[src/rtl/wtmr_pkg.sv]
// Shared mode encoding for the selectable-wrap timer.
// Assumes a 3-bit mode field; every code is defined.
package wtmr_pkg;

    typedef enum logic [2:0] {
        MD_FREE    = 3'd0,
        MD_PWM8    = 3'd1,
        MD_PWM9    = 3'd2,
        MD_PWM10   = 3'd3,
        MD_CLR_A   = 3'd4,
        MD_CLR_CAP = 3'd5,
        MD_PWM_A   = 3'd6,
        MD_PWM_CAP = 3'd7
    } wtmr_mode_e;

    // True for the modes that drive waveforms and shadow compare A
    function automatic logic mode_is_pwm(input wtmr_mode_e m);
        return (m != MD_FREE) && (m != MD_CLR_A) && (m != MD_CLR_CAP);
    endfunction

endpackage

[src/rtl/wtmr_top_sel.sv]
// Picks the wrap point for the current mode and flags the waveform modes.
// Assumes CW >= 10 so the fixed narrow wrap points fit.
module wtmr_top_sel
    import wtmr_pkg::*;
#(
    parameter int CW = 16
) (
    input  wtmr_mode_e    mode,
    input  logic [CW-1:0] cmpa_act,
    input  logic [CW-1:0] cap_val,
    output logic [CW-1:0] top_val,
    output logic          pwm_mode
);
    localparam logic [CW-1:0] TOP_FULL = '1;
    localparam logic [CW-1:0] TOP_8    = CW'(8'hFF);
    localparam logic [CW-1:0] TOP_9    = CW'(9'h1FF);
    localparam logic [CW-1:0] TOP_10   = CW'(10'h3FF);

    // Wrap point multiplexer
    always_comb begin
        case (mode)
            MD_PWM8:               top_val = TOP_8;
            MD_PWM9:               top_val = TOP_9;
            MD_PWM10:              top_val = TOP_10;
            MD_CLR_A, MD_PWM_A:    top_val = cmpa_act;
            MD_CLR_CAP, MD_PWM_CAP: top_val = cap_val;
            default:               top_val = TOP_FULL;
        endcase
    end

    assign pwm_mode = mode_is_pwm(mode);
endmodule

[src/rtl/wtmr_chan.sv]
// One compare channel: sticky match flag and fast-PWM level.
// Assumes the compare value is already the active (post-shadow) value.
module wtmr_chan #(
    parameter int CW = 16
) (
    input  logic          clk,
    input  logic          rst_n,
    input  logic          cnt_en,
    input  logic [CW-1:0] count,
    input  logic [CW-1:0] cmp_val,
    input  logic          clr,
    input  logic          pwm_en,
    output logic          flag_q,
    output logic          pwm
);
    logic hit;
    assign hit = cnt_en && (count == cmp_val);

    // Match flag: set wins over software clear
    always_ff @(posedge clk) begin
        if (!rst_n)   flag_q <= 1'b0;
        else if (hit) flag_q <= 1'b1;
        else if (clr) flag_q <= 1'b0;
    end

    assign pwm = pwm_en && (count < cmp_val);
endmodule

[src/rtl/wtmr_capture.sv]
// Edge-selected capture of the count with a sticky capture flag.
// Assumes evt_in is already synchronous to clk.
module wtmr_capture #(
    parameter int CW = 16
) (
    input  logic          clk,
    input  logic          rst_n,
    input  logic          evt_in,
    input  logic          edge_rise,
    input  logic [CW-1:0] count,
    input  logic          wr,
    input  logic [CW-1:0] wr_data,
    input  logic          clr,
    output logic [CW-1:0] cap_q,
    output logic          flag_q
);
    logic prev_q, edge_hit;
    assign edge_hit = edge_rise ? (evt_in && !prev_q) : (!evt_in && prev_q);

    // Previous event level for edge detection
    always_ff @(posedge clk) begin
        if (!rst_n) prev_q <= 1'b0;
        else        prev_q <= evt_in;
    end

    // Capture register: hardware capture beats software write
    always_ff @(posedge clk) begin
        if (!rst_n)        cap_q <= '0;
        else if (edge_hit) cap_q <= count;
        else if (wr)       cap_q <= wr_data;
    end

    // Capture flag: set beats clear
    always_ff @(posedge clk) begin
        if (!rst_n)        flag_q <= 1'b0;
        else if (edge_hit) flag_q <= 1'b1;
        else if (clr)      flag_q <= 1'b0;
    end
endmodule

[src/rtl/wrap_timer.sv]
// Up-counting timer with a mode-selected wrap point, NCH compare channels
// (channel 0 is shadowed in waveform modes) and an edge capture register.
// Assumes a synchronous event input and NCH >= 1.
module wrap_timer
    import wtmr_pkg::*;
#(
    parameter int CW  = 16,
    parameter int NCH = 3
) (
    input  logic           clk,
    input  logic           rst_n,
    input  logic           cnt_en,
    input  logic [2:0]     mode,
    input  logic           cap_rise,
    input  logic           evt_in,
    input  logic           wr_cnt,
    input  logic [NCH-1:0] wr_cmp,
    input  logic           wr_cap,
    input  logic [CW-1:0]  wr_data,
    input  logic [NCH-1:0] match_clr,
    input  logic           cap_clr,
    output logic [CW-1:0]  count,
    output logic           top_pulse,
    output logic [NCH-1:0] match_flag,
    output logic           cap_flag,
    output logic [CW-1:0]  cap_val,
    output logic [NCH-1:0] pwm_out
);
    wtmr_mode_e    mode_e;
    logic [CW-1:0] cnt_q, top_val, cmpa_buf_q, cmpa_act_q;
    logic          pwm_mode, at_top, wrap_now;

    assign mode_e   = wtmr_mode_e'(mode);
    assign at_top   = (cnt_q == top_val);
    assign wrap_now = cnt_en && at_top;

    wtmr_top_sel #(.CW(CW)) u_top_sel (
        .mode     (mode_e),
        .cmpa_act (cmpa_act_q),
        .cap_val  (cap_val),
        .top_val  (top_val),
        .pwm_mode (pwm_mode)
    );

    // Counter: load beats count, wrap to zero at the wrap point
    always_ff @(posedge clk) begin
        if (!rst_n)        cnt_q <= '0;
        else if (wr_cnt)   cnt_q <= wr_data;
        else if (wrap_now) cnt_q <= '0;
        else if (cnt_en)   cnt_q <= cnt_q + 1'b1;
    end

    // Wrap pulse, high the cycle after a wrap
    always_ff @(posedge clk) begin
        if (!rst_n) top_pulse <= 1'b0;
        else        top_pulse <= wrap_now;
    end

    // Compare A shadow register, written on every A strobe
    always_ff @(posedge clk) begin
        if (!rst_n)         cmpa_buf_q <= '0;
        else if (wr_cmp[0]) cmpa_buf_q <= wr_data;
    end

    // Compare A active register: direct in plain modes, at wrap in waveform modes
    always_ff @(posedge clk) begin
        if (!rst_n)                        cmpa_act_q <= '0;
        else if (wr_cmp[0] && !pwm_mode)   cmpa_act_q <= wr_data;
        else if (pwm_mode && wrap_now)     cmpa_act_q <= cmpa_buf_q;
    end

    for (genvar g = 0; g < NCH; g++) begin : g_ch
        logic [CW-1:0] cmp_now;
        logic          pwm_en;

        if (g == 0) begin : g_a
            assign cmp_now = cmpa_act_q;
            assign pwm_en  = pwm_mode && (mode_e != MD_PWM_A);
        end else begin : g_bc
            logic [CW-1:0] cmp_q;
            // Direct compare register for channels other than A
            always_ff @(posedge clk) begin
                if (!rst_n)         cmp_q <= '0;
                else if (wr_cmp[g]) cmp_q <= wr_data;
            end
            assign cmp_now = cmp_q;
            assign pwm_en  = pwm_mode;
        end

        wtmr_chan #(.CW(CW)) u_chan (
            .clk     (clk),
            .rst_n   (rst_n),
            .cnt_en  (cnt_en),
            .count   (cnt_q),
            .cmp_val (cmp_now),
            .clr     (match_clr[g]),
            .pwm_en  (pwm_en),
            .flag_q  (match_flag[g]),
            .pwm     (pwm_out[g])
        );
    end

    wtmr_capture #(.CW(CW)) u_cap (
        .clk       (clk),
        .rst_n     (rst_n),
        .evt_in    (evt_in),
        .edge_rise (cap_rise),
        .count     (cnt_q),
        .wr        (wr_cap),
        .wr_data   (wr_data),
        .clr       (cap_clr),
        .cap_q     (cap_val),
        .flag_q    (cap_flag)
    );

    assign count = cnt_q;
endmodule

[config.mk]
export PLATFORM = sky130hd
export DESIGN_NAME = wrap_timer
export DESIGN_NICKNAME = d
export VERILOG_FILES = /design/src/rtl/wtmr_pkg.sv /design/src/rtl/wtmr_top_sel.sv /design/src/rtl/wtmr_chan.sv /design/src/rtl/wtmr_capture.sv /design/src/rtl/wrap_timer.sv
export SDC_FILE = /design/constraint.sdc
export NUM_CORES = 1
export LEC_CHECK = 0
export ABC_CLOCK_PERIOD_IN_PS = 2800
export CORE_ASPECT_RATIO = 0.75
export CORE_MARGIN = 3
export CORE_UTILIZATION = 52
export DETAILED_ROUTE_END_ITERATION = 7
export GPL_TIMING_DRIVEN = 0
export PLACE_DENSITY = 0.84
export SLEW_MARGIN = 20
export SYNTH_ARGS = -nofsm -noshare
export SYNTH_HDL_FRONTEND = slang
export SYNTH_SLANG_ARGS = --single-unit
[constraint.sdc]
create_clock -name clk -period 2.8 [get_ports clk]
set_input_delay 0.56 -clock clk [delete_from_list [all_inputs] [get_ports clk]]
set_output_delay 0.56 -clock clk [all_outputs]
set_load 0.02 [all_outputs]
# --- After elaboration in Yosys (flattened, before gate mapping) ---
# Cells that the tools add are included.
word_totals:
  regBits: 102
  in_bits: 33
  output_inout_bits: 40
  word_cells: 74
classes:
  n_addsub: 1
  magnitude_cmp: 3
  n_eq_ne: 14
  muxes: 17
  reduce_logical: 27
op_table:
  columns: ["op", "count"]
  rows:
  - ["two-way mux 16 bit", 7]
  - ["case mux 16 bit (5 select lines)", 1]
  - ["equality test 16 bit", 4]
  - ["< comparator 16 bit", 3]
  - ["adder 16 x 1 -> 16 bit, second input constant", 1]
  - ["logical AND 1 bit", 14]
  - ["equality test 3 bit, second input constant", 4]
  - ["nonzero test 2 bit", 6]
  - ["two-way mux 1 bit", 9]
  - ["inequality test 3 bit, second input constant", 3]
  - ["equality test 3 x 2 -> 1 bit, second input constant", 2]
  - ["nonzero test 3 bit", 2]
  - ["OR reduction 2 bit", 2]
  - ["equality test 3 x 1 -> 1 bit, second input constant", 1]
  - ["zero test 1 bit", 3]

# --- Logic depth before layout (Yosys ltp) ---
depth:
  depth_word: 8
  depth_mapped: 10
  depth_no_buf: 9

# --- By module ---
# A second synthesis with hierarchy kept.
hier_totals:
  cells_unflattened: 698
  hier_area_um2: 6092.1
by_module_without_submodules:
  columns: ["module", "n_inst", "cells_per_inst", "area_each_um2", "seq_area_each_um2"]
  rows:
  - ["wrap_timer", 1, 394, 3515.9, 1621.6]
  - ["wtmr_chan", 3, 61, 461.7, 20.0]
  - ["wtmr_capture", 1, 81, 864.6, 360.3]
  - ["wtmr_top_sel", 1, 40, 326.6, 0.0]

# --- Least setup slack after synthesis ---
# No wires, ideal clock.
synth_timing:
  path_type: "input port to flip-flop"
  from: "input mode[0]"
  to: "register cmpa_act_q[12]"
  arrival_time_ns: 2.526
  required_ns: 2.673
  path_slack_ns: 0.147
  stages: 9
  path_buffers: 2
  cell_sequence: "buf_6 nor3_1 a21oi_2 xor2_1 nand3_1 or4_4 buf_2 nor4_1 nor3b_2"
synth_via:
  elab_chain_len: 7
  elab_cells_between_ends: 22
synth_rtl:
  columns: ["item", "line_no", "rtl"]
  rows:
  - ["start, declared", "wrap_timer.sv:13", "input logic [2:0] mode,"]
  - ["equality test 3 bit", "wtmr_top_sel.sv:21", "case (mode)"]
  - ["OR reduction 2 bit", "wtmr_top_sel.sv:21", null]
  - ["case mux 16 bit (5 select lines)", "wtmr_top_sel.sv:21", null]
  - ["equality test 16 bit", "wrap_timer.sv:34", "assign at_top = (cnt_q == top_val);"]
  - ["logical AND 1 bit", "wrap_timer.sv:35", "assign wrap_now = cnt_en && at_top;"]
  - ["logical AND 1 bit", "wrap_timer.sv:69", "else if (pwm_mode && wrap_now) cmpa_act_q <= cmpa_buf_q;"]
  - ["nonzero test 2 bit (no source line)", null, null]
  - ["end signal, assigned", "wrap_timer.sv:68", "else if (wr_cmp[0] && !pwm_mode) cmpa_act_q <= wr_data;"]
  - ["end signal, assigned", "wrap_timer.sv:69", null]
  - ["end, declared", "wrap_timer.sv:30", "logic [CW-1:0] cnt_q, top_val, cmpa_buf_q, cmpa_act_q;"]
# Several ways; a longest one is shown, not always the timed one.
# A chain may end at the register's enable or synchronous reset.

# --- Worst setup path after layout ---
layout_timing:
  from: "register cnt_q[1], in the netlist count[1]"
  to: "output pwm_out[2]"
layout_via:
  elab_chain_len: 2
layout_rtl:
  columns: ["item", "line_no", "rtl"]
  rows:
  - ["start, declared", "wrap_timer.sv:30", null]
  - ["start signal, assigned", "wrap_timer.sv:48", "else if (wr_cnt) cnt_q <= wr_data;"]
  - ["start signal, assigned", "wrap_timer.sv:50", "else if (cnt_en) cnt_q <= cnt_q + 1'b1;"]
  - ["< comparator 16 bit", "wtmr_chan.sv:26", "assign pwm = pwm_en && (count < cmp_val);"]
  - ["logical AND 1 bit", "wtmr_chan.sv:26", null]
  - ["end, declared", "wrap_timer.sv:27", "output logic [NCH-1:0] pwm_out"]
# No other way between the ends.

==> run metrics <==
Mapped Area approximately 6400 um2; Critical Path Sink Type output pin; CP arrival about 2300 ps; Synth Instances 722; Core Footprint about 12,000 um2; initial antenna violation count 0; Seq/Total Area, Yosys between 30% and 40%; TritonCTS clock tree done; final worst slack -52.7 ps; first-pass GRT wire length approximately 30,000 um; worst endpoint required time 2240 ps; failing checks negative setup slack; post-route minimum period ~2900 ps; initial core utilization 54.1%; Setup-failing EPs final 1; Switch Pwr 1.20 mW; Syn Area/Cell roughly 8.9 um2; min-delay worst type flop to flop; final net count just under 900; sw frac a little under a third; Num CTS Buffers 9; CTS max path bufs 2; Core Util, Final 65.3%; wire length on met3 around 1900 um; WL met1 roughly 8500 um; pin count of the biggest net entering global routing 17; Post-synth top flop dfxtp_1; Crit Path Max Fanout 5; Overall Global Routing Usage between 20 and 30%; power per cell area approximately 510 nW/um2; VDD IR max 318 uV; unique cell type count in the Yosys netlist between 50 and 60; Place WS -701 ps; # hold bufs at CTS 0; I/O Pins 73; Post-synth EDFFs 0; PortBufs 64; FILL cells approximately 1,000; routed len/inst between 15 and 20 um; vias in the first global route between 5,000 and 6,000; combinational power share 23.6%; Max Transition Viols Final 0; endpoints failing hold 0; sequential share of power around two fifths; Yosys warning count 0; Least-Margin Pin Slew around 800 ps; Worst-path clk slew 70 ps; vias per inst approximately 6.0; setup_tns -52.7 ps; grt ovf 0; total power 3.97 mW; die area between 10,000 and 15,000 um2; Mapped Nets approximately 800; final WL between 15,000 and 20,000 um; Initial DRC Count ~470; RSZ-0062 raised after global routing true; DP HPWL 14,400 um; DR WL met2 roughly 8400 um; Die W 134 um; non-filler cells, final slightly below 1,000; P&R area growth vs syn 20.6%; headroom to the max-slew limit 46.3%; Final period util 102%; share of cells above drive strength 1 under 10%; Root Buffer clkbuf_16; startpoint types flop; leak pwr roughly 3.2 nW; fraction of power consumed by the clock network between 30% and 40%; clk_lat worst skew ~350 ps; Cell Rows 34; htree depth 3; skew final approximately 10 ps; DRC viols 0; #FFs+latches synth a little over 100; Max Cap Viol 0; asr flop ratio synth 0%; most frequent cells in the layout 90 x dfxtp_1, 69 x mux2i_1, 60 x clkdlybuf4s50_1; commonest non-fill, non-tap cell in the layout dfxtp_1; status complete, but fails checks; Ant. Diodes 0; RD Place Congestion 0.917; post-route ant nets 0; Die Y about 100 um; CP Class flop to output pin; drt pass-1 iters 5; f_max around 0.35 GHz; Via Count about 5,800; max layer used met4; clock sinks approximately 100; Cell Int Power 2.77 mW; Cells after DPL ~950
metal layers:
layer / global-route usage (%) / vias up
met5: 0 / -
met4: 5.95 / 0
met3: 6.25 / 30
met2: 45.2 / 293
met1: 38.4 / 2783
li1: - / 2712
repair_timing:
item                       CTS  global route
pin swaps                    4            10
setup endpoints to repair   35            16
gates resized for setup     42            20
hold endpoints to repair     0             0
setup buffers                1             0
final cells by class:
type | instances | area (um2) | share of cell area [%]
Tap cell | 162 | 203 | 2.63
Clock buffer | 10 | 239 | 3.10
Buffer | 55 | 253 | 3.27
Clock inverter | 6 | 85.1 | 1.10
Sequential cell | 102 | 2070 | 26.8
Multi-Input combinational cell | 510 | 4030 | 52.2
Timing Repair Buffer | 65 | 643 | 8.33
Inverter | 53 | 201 | 2.61
registers in the layout (all words and copies together), names as in the netlist:
signal	flops
g_ch.cmp_now	32
cmpa_act_q	16
cmpa_buf_q	16
count	16
u_cap.cap_q	16
g_ch.u_chan.flag_q	3
top_pulse	1
u_cap.flag_q	1
u_cap.prev_q	1
worst max-delay path, cell delays in order (launching register included):
cell,delay (ps)
dfxtp_4,420
ha_4,220
nor2b_4,120
o21a_1,190
o21a_1,190
o21ai_2,160
nand2b_1,100
a21oi_2,180
o221a_2,240
buf_6,120
worst paths after layout:
check | from | to | slack, ps | depth (start not counted)
setup / recovery | count[1] | pwm_out[2] | -50 | 9
hold / removal | cmpa_buf_q[10] | cmpa_act_q[10] | 490 | 2
setup reg to reg | count[2] | cmpa_act_q[3] | 120 | 7
hold reg to reg | cmpa_buf_q[10] | cmpa_act_q[10] | 490 | 2
synthesized netlist by cell type (16+ instances only):
cell type | count | area share, %
nor2b_1 | 52 | 5.1
a21oi_1 | 32 | 2.5
clkbuf_1 | 42 | 2.5
nand3_1 | 25 | 2.0
inv_1 | 53 | 3.1
dfxtp_1 | 102 | 32
nand2_1 | 37 | 2.2
mux2i_1 | 69 | 11
o211ai_1 | 26 | 3.0
xnor2_1 | 18 | 2.5
o211a_1 | 16 | 2.5
a21boi_1 | 16 | 1.9
nor2_1 | 20 | 1.2
o21ai_0 | 17 | 1.3
ha_1 | 49 | 9.6
through the flow:
stage	hold slack, ps	area, um2
detailed placement	479	7240
finish	485	7720
floorplan	456	6400
global placement	471	7240
CTS	486	7630
global route	514	7720
logic make-up (layout without fill, tap and decap cells):
family,count (synthesis),after routing,synth area share (%)
AND/OR/NAND/NOR,200,200,17.8
AO/OA/AOI/OAI,155,155,17.3
buffers and inverters,110,189,7.25
flip-flops,102,102,31.9
multiplexers,76,76,12.1
adder cells (fa/ha/maj),49,49,9.58
XOR/XNOR,30,30,4.11
power groups by stage:
stage / logic, mW / registers [mW] / clock network [mW]
finish: 0.939 / 1.64 / 1.39
global route: 1.02 / 1.65 / 1.45
floorplan: 0.549 / 1.68 / 0
CTS: 0.906 / 1.64 / 1.39
detailed placement: 0.882 / 1.67 / 0
global placement: 0.851 / 1.66 / 0
(Power assumes the default switching activity.)
